--- src/rtl/fsg_pkg.sv ---
package fsg_pkg;
   // Bit positions inside the status word; readers decode these.
   localparam int POLL_BIT     = 7;
   localparam int TOG_BIT      = 6;
   localparam int SECT_TOG_BIT = 2;

   typedef struct packed {
      logic active;
      logic erase;
      logic poll_ref;
   } op_ctx_t;
endpackage

--- src/rtl/fsg_rd_edge.sv ---
module fsg_rd_edge #(
   parameter int SECT_W = 4
) (
   input  logic              clk,
   input  logic              rst_n,
   input  logic              rd_en,
   input  logic [SECT_W-1:0] rd_sector,
   output logic              rd_fall,
   output logic [SECT_W-1:0] last_sector
);
   logic rd_en_q;

   always_ff @(posedge clk or negedge rst_n) begin
      if (!rst_n) begin
         rd_en_q     <= 1'b0;
         last_sector <= '0;
      end else begin
         rd_en_q <= rd_en;
         if (rd_en) last_sector <= rd_sector;
      end
   end

   // End of a read access: strobe was high, is now low.
   assign rd_fall = rd_en_q & ~rd_en;
endmodule

--- src/rtl/fsg_op_ctrl.sv ---
module fsg_op_ctrl
   import fsg_pkg::*;
#(
   parameter int SECT_W = 4
) (
   input  logic              clk,
   input  logic              rst_n,
   input  logic              op_start,
   input  logic              op_is_erase,
   input  logic              prog_d7,
   input  logic [SECT_W-1:0] op_sector,
   input  logic              op_done,
   output op_ctx_t           ctx,
   output logic [SECT_W-1:0] busy_sector
);
   always_ff @(posedge clk or negedge rst_n) begin
      if (!rst_n) begin
         ctx         <= '0;
         busy_sector <= '0;
      end else if (op_start) begin
         ctx.active   <= 1'b1;
         ctx.erase    <= op_is_erase;
         ctx.poll_ref <= op_is_erase ? 1'b0 : ~prog_d7;
         busy_sector  <= op_sector;
      end else if (op_done) begin
         ctx.active <= 1'b0;
      end
   end
endmodule

--- src/rtl/fsg_toggle.sv ---
module fsg_toggle
   import fsg_pkg::*;
#(
   parameter int SECT_W = 4
) (
   input  logic              clk,
   input  logic              rst_n,
   input  logic              clear,
   input  op_ctx_t           ctx,
   input  logic              rd_fall,
   input  logic [SECT_W-1:0] last_sector,
   input  logic [SECT_W-1:0] busy_sector,
   output logic              tog_any,
   output logic              tog_sect
);
   logic hit;
   assign hit = ctx.erase && (last_sector == busy_sector);

   always_ff @(posedge clk or negedge rst_n) begin
      if (!rst_n) begin
         tog_any  <= 1'b0;
         tog_sect <= 1'b0;
      end else if (clear) begin
         tog_any  <= 1'b0;
         tog_sect <= 1'b0;
      end else if (ctx.active && rd_fall) begin
         tog_any <= ~tog_any;
         if (hit) tog_sect <= ~tog_sect;
      end
   end
endmodule

--- src/rtl/fsg_status_mux.sv ---
module fsg_status_mux
   import fsg_pkg::*;
#(
   parameter int DATA_W = 16
) (
   input  logic              busy,
   input  logic              poll_ref,
   input  logic              tog_any,
   input  logic              tog_sect,
   input  logic [DATA_W-1:0] array_data,
   output logic [DATA_W-1:0] rd_data
);
   logic [DATA_W-1:0] status;

   for (genvar i = 0; i < DATA_W; i++) begin : g_bit
      if (i == POLL_BIT) begin : g_poll
         assign status[i] = poll_ref;
      end else if (i == TOG_BIT) begin : g_tog
         assign status[i] = tog_any;
      end else if (i == SECT_TOG_BIT) begin : g_sect
         assign status[i] = tog_sect;
      end else begin : g_zero
         assign status[i] = 1'b0;
      end
   end

   assign rd_data = busy ? status : array_data;
endmodule

--- src/rtl/flash_status_gen.sv ---
module flash_status_gen
   import fsg_pkg::*;
#(
   parameter int DATA_W = 16,
   parameter int SECT_W = 4
) (
   input  logic              clk,
   input  logic              rst_n,
   input  logic              op_start,
   input  logic              op_is_erase,
   input  logic              prog_d7,
   input  logic [SECT_W-1:0] op_sector,
   input  logic              op_done,
   input  logic              rd_en,
   input  logic [SECT_W-1:0] rd_sector,
   input  logic [DATA_W-1:0] array_data,
   output logic [DATA_W-1:0] rd_data,
   output logic              ready
);
   if (DATA_W <= POLL_BIT) begin : g_bad_width
      $error("DATA_W must hold the polling bit");
   end
   if (SECT_W < 1) begin : g_bad_sect
      $error("SECT_W must be at least 1");
   end

   op_ctx_t           ctx;
   logic [SECT_W-1:0] busy_sector;
   logic [SECT_W-1:0] last_sector;
   logic              rd_fall;
   logic              tog_any;
   logic              tog_sect;

   fsg_op_ctrl #(.SECT_W(SECT_W)) u_ctrl (
      .clk(clk), .rst_n(rst_n), .op_start(op_start), .op_is_erase(op_is_erase),
      .prog_d7(prog_d7), .op_sector(op_sector), .op_done(op_done),
      .ctx(ctx), .busy_sector(busy_sector)
   );

   fsg_rd_edge #(.SECT_W(SECT_W)) u_edge (
      .clk(clk), .rst_n(rst_n), .rd_en(rd_en), .rd_sector(rd_sector),
      .rd_fall(rd_fall), .last_sector(last_sector)
   );

   fsg_toggle #(.SECT_W(SECT_W)) u_tog (
      .clk(clk), .rst_n(rst_n), .clear(op_start), .ctx(ctx), .rd_fall(rd_fall),
      .last_sector(last_sector), .busy_sector(busy_sector),
      .tog_any(tog_any), .tog_sect(tog_sect)
   );

   fsg_status_mux #(.DATA_W(DATA_W)) u_mux (
      .busy(ctx.active), .poll_ref(ctx.poll_ref), .tog_any(tog_any),
      .tog_sect(tog_sect), .array_data(array_data), .rd_data(rd_data)
   );

   assign ready = ~ctx.active;
endmodule

--- config.mk ---
export PLATFORM = sky130hd
export DESIGN_NAME = flash_status_gen
export DESIGN_NICKNAME = d
export VERILOG_FILES = /design/src/rtl/fsg_pkg.sv /design/src/rtl/fsg_rd_edge.sv /design/src/rtl/fsg_op_ctrl.sv /design/src/rtl/fsg_toggle.sv /design/src/rtl/fsg_status_mux.sv /design/src/rtl/flash_status_gen.sv
export SDC_FILE = /design/constraint.sdc
export NUM_CORES = 1
export LEC_CHECK = 0
export BUFFER_PORTS_ARGS = -buffer_cell sky130_fd_sc_hd__buf_2
export CAP_MARGIN = 10
export CELL_PAD_IN_SITES_DETAIL_PLACEMENT = 1
export CELL_PAD_IN_SITES_GLOBAL_PLACEMENT = 1
export CORE_MARGIN = 1.5
export CORE_UTILIZATION = 29
export DETAILED_ROUTE_END_ITERATION = 12
export PLACE_DENSITY_LB_ADDON = 0.1
export SLEW_MARGIN = 10
export SYNTH_ARGS = -nofsm -noshare
export SYNTH_HDL_FRONTEND = slang
export SYNTH_SLANG_ARGS = --single-unit
--- constraint.sdc ---
create_clock -name clk -period 1.6 [get_ports clk]
set_clock_uncertainty 0.1 [all_clocks]
set_input_delay 0.08 -clock clk [delete_from_list [all_inputs] [get_ports clk]]
set_output_delay 0.08 -clock clk [all_outputs]
set_load 0.01 [all_outputs]
==> results by group <==
Outcome
  • Status: complete, no violations

Worst setup path
  • CP max FO: 17
  • Critical path capture point type: output pin
  • Depth of the most critical reg-to-reg path: 4
  • Setup crit start kind: register
  • Reg2reg start: u_ctrl.busy_sector[3]
  • Reg-to-reg endpoint: u_tog.tog_sect
  • R2R Setup Slk: 140 ps
  • Crit Path Class: register to output pin
  • Worst EP required: 1420 ps
  • Crit path DAT: 1320 ps

Final layout
  • Area Growth Syn to Fin: 60.2%
  • Final std cells w/o fill: 148
  • Share of layout cells above drive strength 1: 0.567
  • NumNets Final: 152
  • Ant diodes: 0
  • Fin util: 0.502

Synthesis
  • Mapped cell area: 707 um2
  • Syn Area/Cell: 12.2 um2
  • Yosys reg bits: 14
  • Yosys warns: 0
  • Post-synth net total: 89
  • Top cell type's share of synthesized area: 0.496
  • Top post-synthesis cells by area: dfrtp_1 (50%), mux2_2 (21%), nor2b_1 (12%), xor2_1 (5.0%), mux2_4 (2.1%)
  • Post-synth top area cell: dfrtp_1
  • Cells after Synth: 58
  • Post-synthesis sequential area ratio: 0.496
  • Count of cell types in the netlist: 15

Floorplan
  • Die Wd: 52.4 um
  • DIE AREA: 2740 um2
  • Core area: 2250 um2
  • Top-Level Pins: 48
  • Initial Utilization: 0.314
  • Die Ht: 52.4 um
  • Cell row count: 17

STA
  • Final setup margin: 99.0 ps
  • Min Tclk post-route: 1500 ps
  • Slew headroom: 0.798
  • Final count of negative-setup-slack endpoints: 0
  • Maximum clock rate: 666 MHz
  • RSZ-0062 raised after global routing: false
  • Slew @ Worst Pin: 303 ps
  • Max Slew Vio Count: 0
  • Final TNS setup: 0 ps
  • Final Hold Vio Count: 0
  • Tcrit/Tclk final: 0.938

Placed design
  • Post-Place Cells: 131
  • Pre-CTS setup slack: 143 ps
  • Port bufs: 47
  • Routability cong.: 0.674

Run
  • Maxcap violations: 0

Route
  • Antenna Violating Nets Remaining: 0
  • Vias per cell: 4.38
  • Drt total wl: 1590 um
  • Wire per inst: 10.7 um
  • DRT iter0 DRCs: 2
  • DRC: 0
  • Vias: 648
  • Drt pass-1 iters: 3

Power and ir drop
  • Worst vdd ir: 0.476 mV
  • LEAKAGE: 0.000582 uW
  • Total power draw: 845 uW
  • Power per cell area: 746 nW/um2

Worst hold path
  • HP Start: op_start
  • Hold endpoint: u_tog.tog_any
  • Worst hold path depth: 2
  • Worst hold path class: primary input to register

GRT
  • Initial antenna violation count: 0
  • First-pass GRT wire length: 2580 um
  • Number of global-route vias before repair: 613
  • Largest net degree at the start of global routing: 18
  • Global router's overall resource usage: 0.129
  • Total gr overflow: 0

Clock tree
  • Clock Latency Late Sink: 270 ps
  • Clk sinks: 14
  • Num CTS Buffers: 3
  • H-tree levels: 1
  • CTS tree: yes
  • Max Buffers Root-to-Sink: 2
  • Post_cts resized: 0
  • Clock Root Buffer: clkbuf_4
  • Clk pin slew, worst setup/hold paths: 80 ps
## final cells by class
| cell class | instances | area, um2 |
|---|---|---|
| timing repair buffer | 61 | 370 |
| multi-input combinational | 40 | 337 |
| fill | 253 | 1120 |
| inverter | 1 | 3.75 |
| tap | 28 | 35.0 |
| clock buffer | 4 | 36.3 |
| sequential | 14 | 350 |
## cells by family after synthesis
logic type | after synthesis | synth area share
compound gates | 1 | 0.0106
xor+xnor | 5 | 0.0619
buf+inv | 4 | 0.0283
flops | 14 | 0.496
mux | 14 | 0.228
simple gates | 20 | 0.175
## where the power goes
group	total (uW)	internal (uW)	switching, uW
logic	194	116	78.3
registers	402	384	18.3
clock network	248	138	110
## stage by stage
stage	area, um2	hold WS, ps
CTS	1120	23.4
finish	1130	9.92
global placement	968	-110
detailed placement	968	-109
floorplan	707	-316
global route	1130	26.6
## critical path: stages (launching register included)
cell	delay, ps
dfrtp_1	350
buf_4	210
mux2_2	350
buf_2	140
## flip-flops by register name, indices dropped and copies added (netlist names)
signal	cells
u_ctrl.busy_sector	4
u_ctrl.ctx	3
u_edge.last_sector	4
u_edge.rd_en_q	1
u_tog.tog_any	1
u_tog.tog_sect	1
## how the worst max path moves through the flow
| stage | start | endpoint | slack (ps) |
|---|---|---|---|
| final | u_ctrl.ctx[2] | rd_data[6] | 100 |
| after global routing | rd_en | u_tog.tog_sect | 10 |
| after CTS | rd_en | u_tog.tog_sect | 70 |
| after detailed placement | u_ctrl.busy_sector[3] | u_tog.tog_sect | 140 |
| after global placement | u_ctrl.busy_sector[3] | u_tog.tog_sect | 160 |
| after floorplan | u_ctrl.busy_sector[3] | u_tog.tog_sect | 200 |
## cells in the final DEF (no fill, tap or decap), types with 2 or more instances in the layout
cell type       n
buf_2          47
dfrtp_1        14
buf_4           2
nor2_1          3
dlygate4sd3_1  12
nor2b_1        14
xor2_1          4
clkbuf_4        3
mux2_2         13
## routing by layer
layer	track usage	routed length, um	vias up
met4	0.0641	8	0
met5	0	0	-
met3	0.0286	120	2
met2	0.244	857	27
met1	0.130	603	303
li1	-	-	316
## timing repair
| action | 4_1_cts | 5_1_grt |
|---|---|---|
| hold endpoints to repair | 25 | 0 |
| hold buffers | 12 | 0 |
| buffers inserted | 0 | 1 |
| endpoints found under the setup margin | 0 | 1 |
## cells in the mapped netlist
cell type and instances:
buf_2 1, buf_4 1, clkbuf_1 1, dfrtp_1 14
inv_1 1, mux2_2 13, mux2_4 1, nand3_1 1
nand3b_1 1, nor2_1 3, nor2b_1 14, nor4_2 1
o21bai_1 1, xnor2_1 1, xor2_1 4
(Power assumes the default switching activity.)
